==> src/rtl/remap_pkg.sv <==
package remap_pkg;
  localparam int unsigned XLEN          = 32;
  localparam int unsigned NUM_PATHS     = 2;
  localparam int unsigned FIELDS        = 4;
  localparam int unsigned FIELD_SEL_W   = $clog2(FIELDS);
  localparam int unsigned PATH_IFETCH   = 0;
  localparam int unsigned PATH_DATA     = 1;

  typedef logic [XLEN-1:0] word_t;

  typedef enum logic [FIELD_SEL_W-1:0] {
    FLD_MATCH  = 2'd0,
    FLD_REMAP  = 2'd1,
    FLD_ENABLE = 2'd2,
    FLD_PERMIT = 2'd3
  } field_sel_e;

  typedef struct packed {
    word_t match;
    word_t remap;
    logic  enable;
    logic  permit;
  } path_cfg_t;
endpackage

==> src/rtl/remap_cfg_regs.sv <==
module remap_cfg_regs
  import remap_pkg::*;
(
  input  logic       clk,
  input  logic       rst,
  input  logic       wr_en,
  input  field_sel_e wr_sel,
  input  word_t      wr_data,
  output path_cfg_t  cfg
);
  path_cfg_t cfg_q;

  always_ff @(posedge clk) begin
    if (rst) begin
      cfg_q.match  <= '0;
      cfg_q.remap  <= '0;
      cfg_q.enable <= 1'b0;
      cfg_q.permit <= 1'b1;
    end else if (wr_en && cfg_q.permit) begin
      case (wr_sel)
        FLD_MATCH:  cfg_q.match  <= wr_data;
        FLD_REMAP:  cfg_q.remap  <= wr_data;
        FLD_ENABLE: cfg_q.enable <= wr_data[0];
        FLD_PERMIT: cfg_q.permit <= wr_data[0];
        default:    cfg_q.permit <= cfg_q.permit;
      endcase
    end
  end

  assign cfg = cfg_q;
endmodule

==> src/rtl/remap_region_check.sv <==
module remap_region_check
  import remap_pkg::*;
(
  input  path_cfg_t cfg,
  input  word_t     addr_in,
  output logic      hit,
  output word_t     addr_xlat
);
  word_t span;

  always_comb begin
    span      = cfg.match ^ (cfg.match + word_t'(1));
    hit       = cfg.enable && ((addr_in & ~span) == (cfg.match & ~span));
    addr_xlat = (cfg.remap & ~span) | (addr_in & span);
  end
endmodule

==> src/rtl/remap_path_xlate.sv <==
module remap_path_xlate
  import remap_pkg::*;
#(
  parameter int unsigned NUM_SLOTS = 2
) (
  input  path_cfg_t [NUM_SLOTS-1:0] slot_cfg,
  input  word_t                     addr_in,
  output word_t                     addr_out
);
  logic  [NUM_SLOTS-1:0] hit;
  word_t                 xlat [NUM_SLOTS];

  for (genvar s = 0; s < NUM_SLOTS; s++) begin : g_slot
    remap_region_check u_check (
      .cfg      (slot_cfg[s]),
      .addr_in  (addr_in),
      .hit      (hit[s]),
      .addr_xlat(xlat[s])
    );
  end

  always_comb begin
    addr_out = addr_in;
    for (int s = NUM_SLOTS - 1; s >= 0; s--) begin
      if (hit[s]) addr_out = xlat[s];
    end
  end
endmodule

==> src/rtl/addr_remap_unit.sv <==
module addr_remap_unit
  import remap_pkg::*;
#(
  parameter int unsigned NUM_SLOTS = 2,
  localparam int unsigned NUM_CFG   = NUM_SLOTS * NUM_PATHS,
  localparam int unsigned NUM_WORDS = NUM_CFG * FIELDS,
  localparam int unsigned IDX_W     = $clog2(NUM_WORDS),
  localparam int unsigned CFG_SEL_W = IDX_W - FIELD_SEL_W
) (
  input  logic             clk,
  input  logic             rst,
  input  logic             cfg_we,
  input  logic [IDX_W-1:0] cfg_idx,
  input  logic [XLEN-1:0]  cfg_wdata,
  output logic [XLEN-1:0]  cfg_rdata,
  input  logic [XLEN-1:0]  ibus_addr_i,
  output logic [XLEN-1:0]  ibus_addr_o,
  input  logic [XLEN-1:0]  dbus_addr_i,
  output logic [XLEN-1:0]  dbus_addr_o
);
  path_cfg_t [NUM_CFG-1:0]   cfg_all;
  path_cfg_t [NUM_SLOTS-1:0] ifetch_cfg;
  path_cfg_t [NUM_SLOTS-1:0] data_cfg;

  logic [CFG_SEL_W-1:0] cfg_sel;
  field_sel_e           fld_sel;
  word_t                rd_word;
  word_t                rdata_q;

  assign cfg_sel = cfg_idx[IDX_W-1:FIELD_SEL_W];
  assign fld_sel = field_sel_e'(cfg_idx[FIELD_SEL_W-1:0]);

  for (genvar c = 0; c < NUM_CFG; c++) begin : g_cfg
    remap_cfg_regs u_regs (
      .clk    (clk),
      .rst    (rst),
      .wr_en  (cfg_we && (cfg_sel == CFG_SEL_W'(c))),
      .wr_sel (fld_sel),
      .wr_data(cfg_wdata),
      .cfg    (cfg_all[c])
    );
  end

  for (genvar s = 0; s < NUM_SLOTS; s++) begin : g_split
    assign ifetch_cfg[s] = cfg_all[s*NUM_PATHS + PATH_IFETCH];
    assign data_cfg[s]   = cfg_all[s*NUM_PATHS + PATH_DATA];
  end

  always_comb begin
    rd_word = '0;
    for (int c = 0; c < NUM_CFG; c++) begin
      if (cfg_sel == CFG_SEL_W'(c)) begin
        case (fld_sel)
          FLD_MATCH:  rd_word = cfg_all[c].match;
          FLD_REMAP:  rd_word = cfg_all[c].remap;
          FLD_ENABLE: rd_word = word_t'(cfg_all[c].enable);
          FLD_PERMIT: rd_word = word_t'(cfg_all[c].permit);
          default:    rd_word = '0;
        endcase
      end
    end
  end

  always_ff @(posedge clk) begin
    if (rst) rdata_q <= '0;
    else     rdata_q <= rd_word;
  end
  assign cfg_rdata = rdata_q;

  remap_path_xlate #(.NUM_SLOTS(NUM_SLOTS)) u_ifetch (
    .slot_cfg(ifetch_cfg),
    .addr_in (ibus_addr_i),
    .addr_out(ibus_addr_o)
  );

  remap_path_xlate #(.NUM_SLOTS(NUM_SLOTS)) u_data (
    .slot_cfg(data_cfg),
    .addr_in (dbus_addr_i),
    .addr_out(dbus_addr_o)
  );
endmodule

==> config.mk <==
export PLATFORM = sky130hd
export DESIGN_NAME = addr_remap_unit
export DESIGN_NICKNAME = d
export VERILOG_FILES = /design/src/rtl/remap_pkg.sv /design/src/rtl/remap_cfg_regs.sv /design/src/rtl/remap_region_check.sv /design/src/rtl/remap_path_xlate.sv /design/src/rtl/addr_remap_unit.sv
export SDC_FILE = /design/constraint.sdc
export NUM_CORES = 1
export LEC_CHECK = 0
export CAP_MARGIN = 20
export CORE_AREA = 2 2 187 189
export DETAILED_ROUTE_END_ITERATION = 10
export DIE_AREA = 0 0 189 191
export DONT_BUFFER_PORTS = 1
export PLACE_DENSITY = 0.78
export SLEW_MARGIN = 10
export SYNTH_ARGS = -nofsm -noshare
export SYNTH_HDL_FRONTEND = slang
export SYNTH_SLANG_ARGS = --single-unit
==> constraint.sdc <==
create_clock -name clk -period 7 [get_ports clk]
set_input_delay 0.35 -clock clk [delete_from_list [all_inputs] [get_ports clk]]
set_output_delay 0.35 -clock clk [all_outputs]
set_load 0.02 [all_outputs]
==> results.py <==
metrics = {
    "power": {
        "seq_power_share_pct": 43.9,
        "power_switching_mw": 1.08,
        "power_frac_comb_pct": 10.4,
        "peakVddDrop_mv": 0.220,
        "total_design_power_mw": 3.97,
        "power_density_nw_per_um2": 182,
        "share_clk_of_total_power_pct": 45.6,
        "cellInternalPower_mw": 2.89,
        "power_switching_share_pct": 27.2,
        "leakage_nw": 8.42,
    },
    "floorplan": {
        "number_of_top_level_design_ports": 199,
        "floorplan.rows": 68,
        "design.die.area_um2": 36100,
        "core_area_um2": 34100,
        "die_x_um": 189,
        "initial_core_util_pct": 58.9,
        "chipHeight_um": 191,
    },
    "setup_path": {
        "critical_path.max_fanout": 50,
        "start_kind": "register",
        "critical_path_class": "register to primary output",
        "regToRegEndpoint": "g_cfg[3].u_regs.cfg[7]",
        "reg2reg_slack_ns": 4.50,
        "timing.rr.start": "g_cfg[3].u_regs.cfg[0]",
        "worst_path_largest_cell_delay_ns": 0.81,
        "cp_cell_sequence": "and4_1 > and2_1 > nand3_1 > nor3_1 > inv_1 > or3_1 > nor2_1 > nand4_1 > ha_1 > xor2_1 > nand2_1 > xor2_1 > nand4_1 > nor4_1 > and3_2 > buf_4 > a21oi_1 > a311oi_1 > buf_4",
        "cp.depth": 19,
        "worstPathRequired_ns": 6.65,
        "crit_arrival_ns": 6.16,
        "crit_path_end": "dbus_addr_o[2]",
        "critPathLaunch": "g_cfg[3].u_regs.cfg[38]",
        "worst_path_max_delay_cell": "sky130_fd_sc_hd__and3_2",
        "worst_setup_path_end_kind": "primary output",
        "cp.buffers_inverters": 3,
        "logic_depth_of_the_worst_register_to_register_path": 5,
        "crit_family": "simple AND/OR/NAND/NOR gates",
    },
    "global_routing": {
        "gr-usage-all-layers_pct": 41.6,
        "grt_most_used_layer": "met2",
        "grtUsageMet3_pct": 5.80,
        "met2_usage_pct": 69.0,
        "antenna_found_initial": 6,
        "grt_max_degree": 292,
        "global_route.usage.met1_pct": 51.9,
        "grt_overflow_total": 0,
        "vias_in_the_first_global_route": 19000,
        "grt_first_pass_wirelength_um": 114000,
    },
    "sta": {
        "slew_violations": 0,
        "min_period_ns": 6.51,
        "tns_ns": 0,
        "timing.final.hold_violations": 0,
        "timing.fmax_mhz": 154,
        "clock_skew_ns": 0.0239,
        "max_slew.worst_pin.slew_ns": 1.49,
        "final_setup_viols": 0,
        "rsz0062_at_grt": "false",
        "worst_slew_margin_rel_pct": 0.748,
        "setup_ws_ns": 0.489,
        "final.period_utilization_pct": 93.0,
    },
    "clock_tree": {
        "tritoncts.num_buffers": 34,
        "cts_buffer_depth": 3,
        "clk_sink_count": 296,
        "cts_post_setup_buffers_inserted": 0,
        "cts-htree-levels": 2,
        "clock_latency_at_the_later_pin_of_the_worst_skew_pair_ns": 0.56,
        "ctsRootBufferMaster": "sky130_fd_sc_hd__clkbuf_16",
        "tritoncts": "yes",
        "clkTransAtPathRegs_ns": 0.07,
    },
    "synth": {
        "synth_area_um2": 20100,
        "postSynthRegisterBits": 296,
        "synth.avg_cell_area_um2": 7.24,
        "post_synth_most_frequent_cells": "sky130_fd_sc_hd__nand2_1, sky130_fd_sc_hd__a21oi_1, sky130_fd_sc_hd__dfxtp_1, sky130_fd_sc_hd__nor2_1, sky130_fd_sc_hd__mux2i_1",
        "yosys.cell_count.top_type": "sky130_fd_sc_hd__nand2_1",
        "ys_dominant_reg_cell": "sky130_fd_sc_hd__dfxtp_1",
        "synth.area.top_cells": "sky130_fd_sc_hd__dfxtp_1, sky130_fd_sc_hd__nand2_1, sky130_fd_sc_hd__a21oi_1, sky130_fd_sc_hd__ha_1, sky130_fd_sc_hd__mux2i_1",
        "synth_nets": 3007,
        "synth.yosys.warnings": 0,
        "count_of_flip_flops_with_a_built_in_enable_after_synthesis": 0,
        "seq_area_frac_synth_pct": 29.5,
        "synthDominantCellAreaShare_pct": 29.5,
        "synth_top_cell_by_area": "sky130_fd_sc_hd__dfxtp_1",
        "syn_inst": 2776,
        "asyncSetResetFlopFracSynth_pct": 0,
        "yosysUniqueCellTypes": 41,
    },
    "route": {
        "drtIter0Drc": 2390,
        "routed_wire_length_per_instance_um": 24.0,
        "drtAntennaViolNets": 0,
        "routed_wirelength_um": 76700,
        "vias": 20500,
        "detail_route.first_pass.iterations": 8,
        "via_density_per_instance": 6.40,
        "remaining_drc_errors": 0,
    },
    "place": {
        "detailed_place.area_um2": 20300,
        "gpl.final_weighted_congestion": 1.04,
        "place.detailed.instances": 3098,
        "io_buffers": 0,
        "post-place-ws_ns": 1.24,
        "hpwl_um": 55200,
    },
    "finish": {
        "areaGrowthSynthToFinish_pct": 8.68,
        "layout.cells.non_filler": 3200,
        "final_cell_area_um2": 21800,
        "share_of_layout_cells_above_drive_strength_1_pct": 4.53,
        "final.fill_count": 3071,
        "num-nets-final": 2947,
    },
    "job": {
        "drv_cap": 0,
    },
    "min_path": {
        "min-delay-path-class": "primary input to register",
        "worst_min_path_start": "cfg_idx[1]",
    },
    "status": {
        "run_status": "finished clean",
    },
}
==> power groups by stage <==
| stage | registers (mW) | clock network, mW | logic, mW |
|---|---|---|---|
| floorplan | 1.77 | 0 | 0.298 |
| global placement | 1.78 | 0 | 0.318 |
| detailed placement | 1.78 | 0 | 0.323 |
| CTS | 1.75 | 1.81 | 0.402 |
| global route | 1.75 | 1.88 | 0.439 |
| finish | 1.75 | 1.81 | 0.414 |
==> metal layers <==
layer | wire length, µm | vias to the layer above
met5 | 7 | -
met4 | 4690 | 2
met3 | 7160 | 244
met2 | 35600 | 1154
met1 | 29300 | 9687
li1 | - | 9397
==> cell families after synthesis <==
| kind of cell | Yosys count | share of synthesized area [%] |
|---|---|---|
| xor gates and xnor gates | 186 | 8.10 |
| adders and majority gates | 128 | 7.97 |
| muxes | 144 | 7.49 |
| DFF | 296 | 29.5 |
| and+or+nand+nor | 1145 | 25.0 |
| buffers and inverters | 311 | 6.20 |
| AOI/OAI and AO/OA | 566 | 15.8 |
==> flip-flops by register name, indices dropped and copies added (netlist names) <==
name and count:
cfg_rdata 32, g_cfg.u_regs.cfg 264
==> worst min path at each step <==
stage,to,slack (ns),depth (start not counted)
2_1_floorplan,g_cfg[1].u_regs.cfg[2],0.43,2
3_3_place_gp,g_cfg[3].u_regs.cfg[2],0.44,2
3_5_place_dp,g_cfg[1].u_regs.cfg[2],0.44,2
4_1_cts,cfg_rdata[27],0.02,3
5_1_grt,cfg_rdata[27],0.07,3
6_report,cfg_rdata[27],0.05,3
==> cell usage in the layout (no fill, tap or decap), types with 82 or more instances in the layout <==
cell and count:
sky130_fd_sc_hd__a21oi_1 326, sky130_fd_sc_hd__nand2_1 647, sky130_fd_sc_hd__ha_1 128, sky130_fd_sc_hd__o21ai_0 112
sky130_fd_sc_hd__nor3_1 82, sky130_fd_sc_hd__xor2_1 124, sky130_fd_sc_hd__nor2_1 163, sky130_fd_sc_hd__mux2i_1 138
sky130_fd_sc_hd__dfxtp_1 296, sky130_fd_sc_hd__inv_1 131
==> timing repair <==
item,in CTS,in global routing
hold buffers,37,0
gates resized for setup,0,0
hold endpoints to repair,291,0
==> worst min-delay path, delay by kind of cell <==
family        cells  cell delay, ns
simple gates      3            0.19
==> cell type report <==
| cell class | instances | area (µm²) | share of cell area (%) |
|---|---|---|---|
| well taps | 455 | 569 | 2.61 |
| repair buffers | 84 | 753 | 3.45 |
| flip-flops and latches | 296 | 5930 | 27.1 |
| inverters | 131 | 492 | 2.25 |
| multi-input cells | 2169 | 13000 | 59.5 |
| diodes | 6 | 15.0 | 0.0687 |
| clock buffers | 44 | 960 | 4.39 |
| clock inverters | 15 | 141 | 0.647 |
==> metrics by stage <==
stage	util, %	hold slack, ns
6_report	64.0	0.0486
4_1_cts	64.0	0.0173
3_5_place_dp	59.6	0.444
3_3_place_gp	59.6	0.440
5_1_grt	64.0	0.0655
2_1_floorplan	-	0.433
Power figures use the tool's default switching activity.
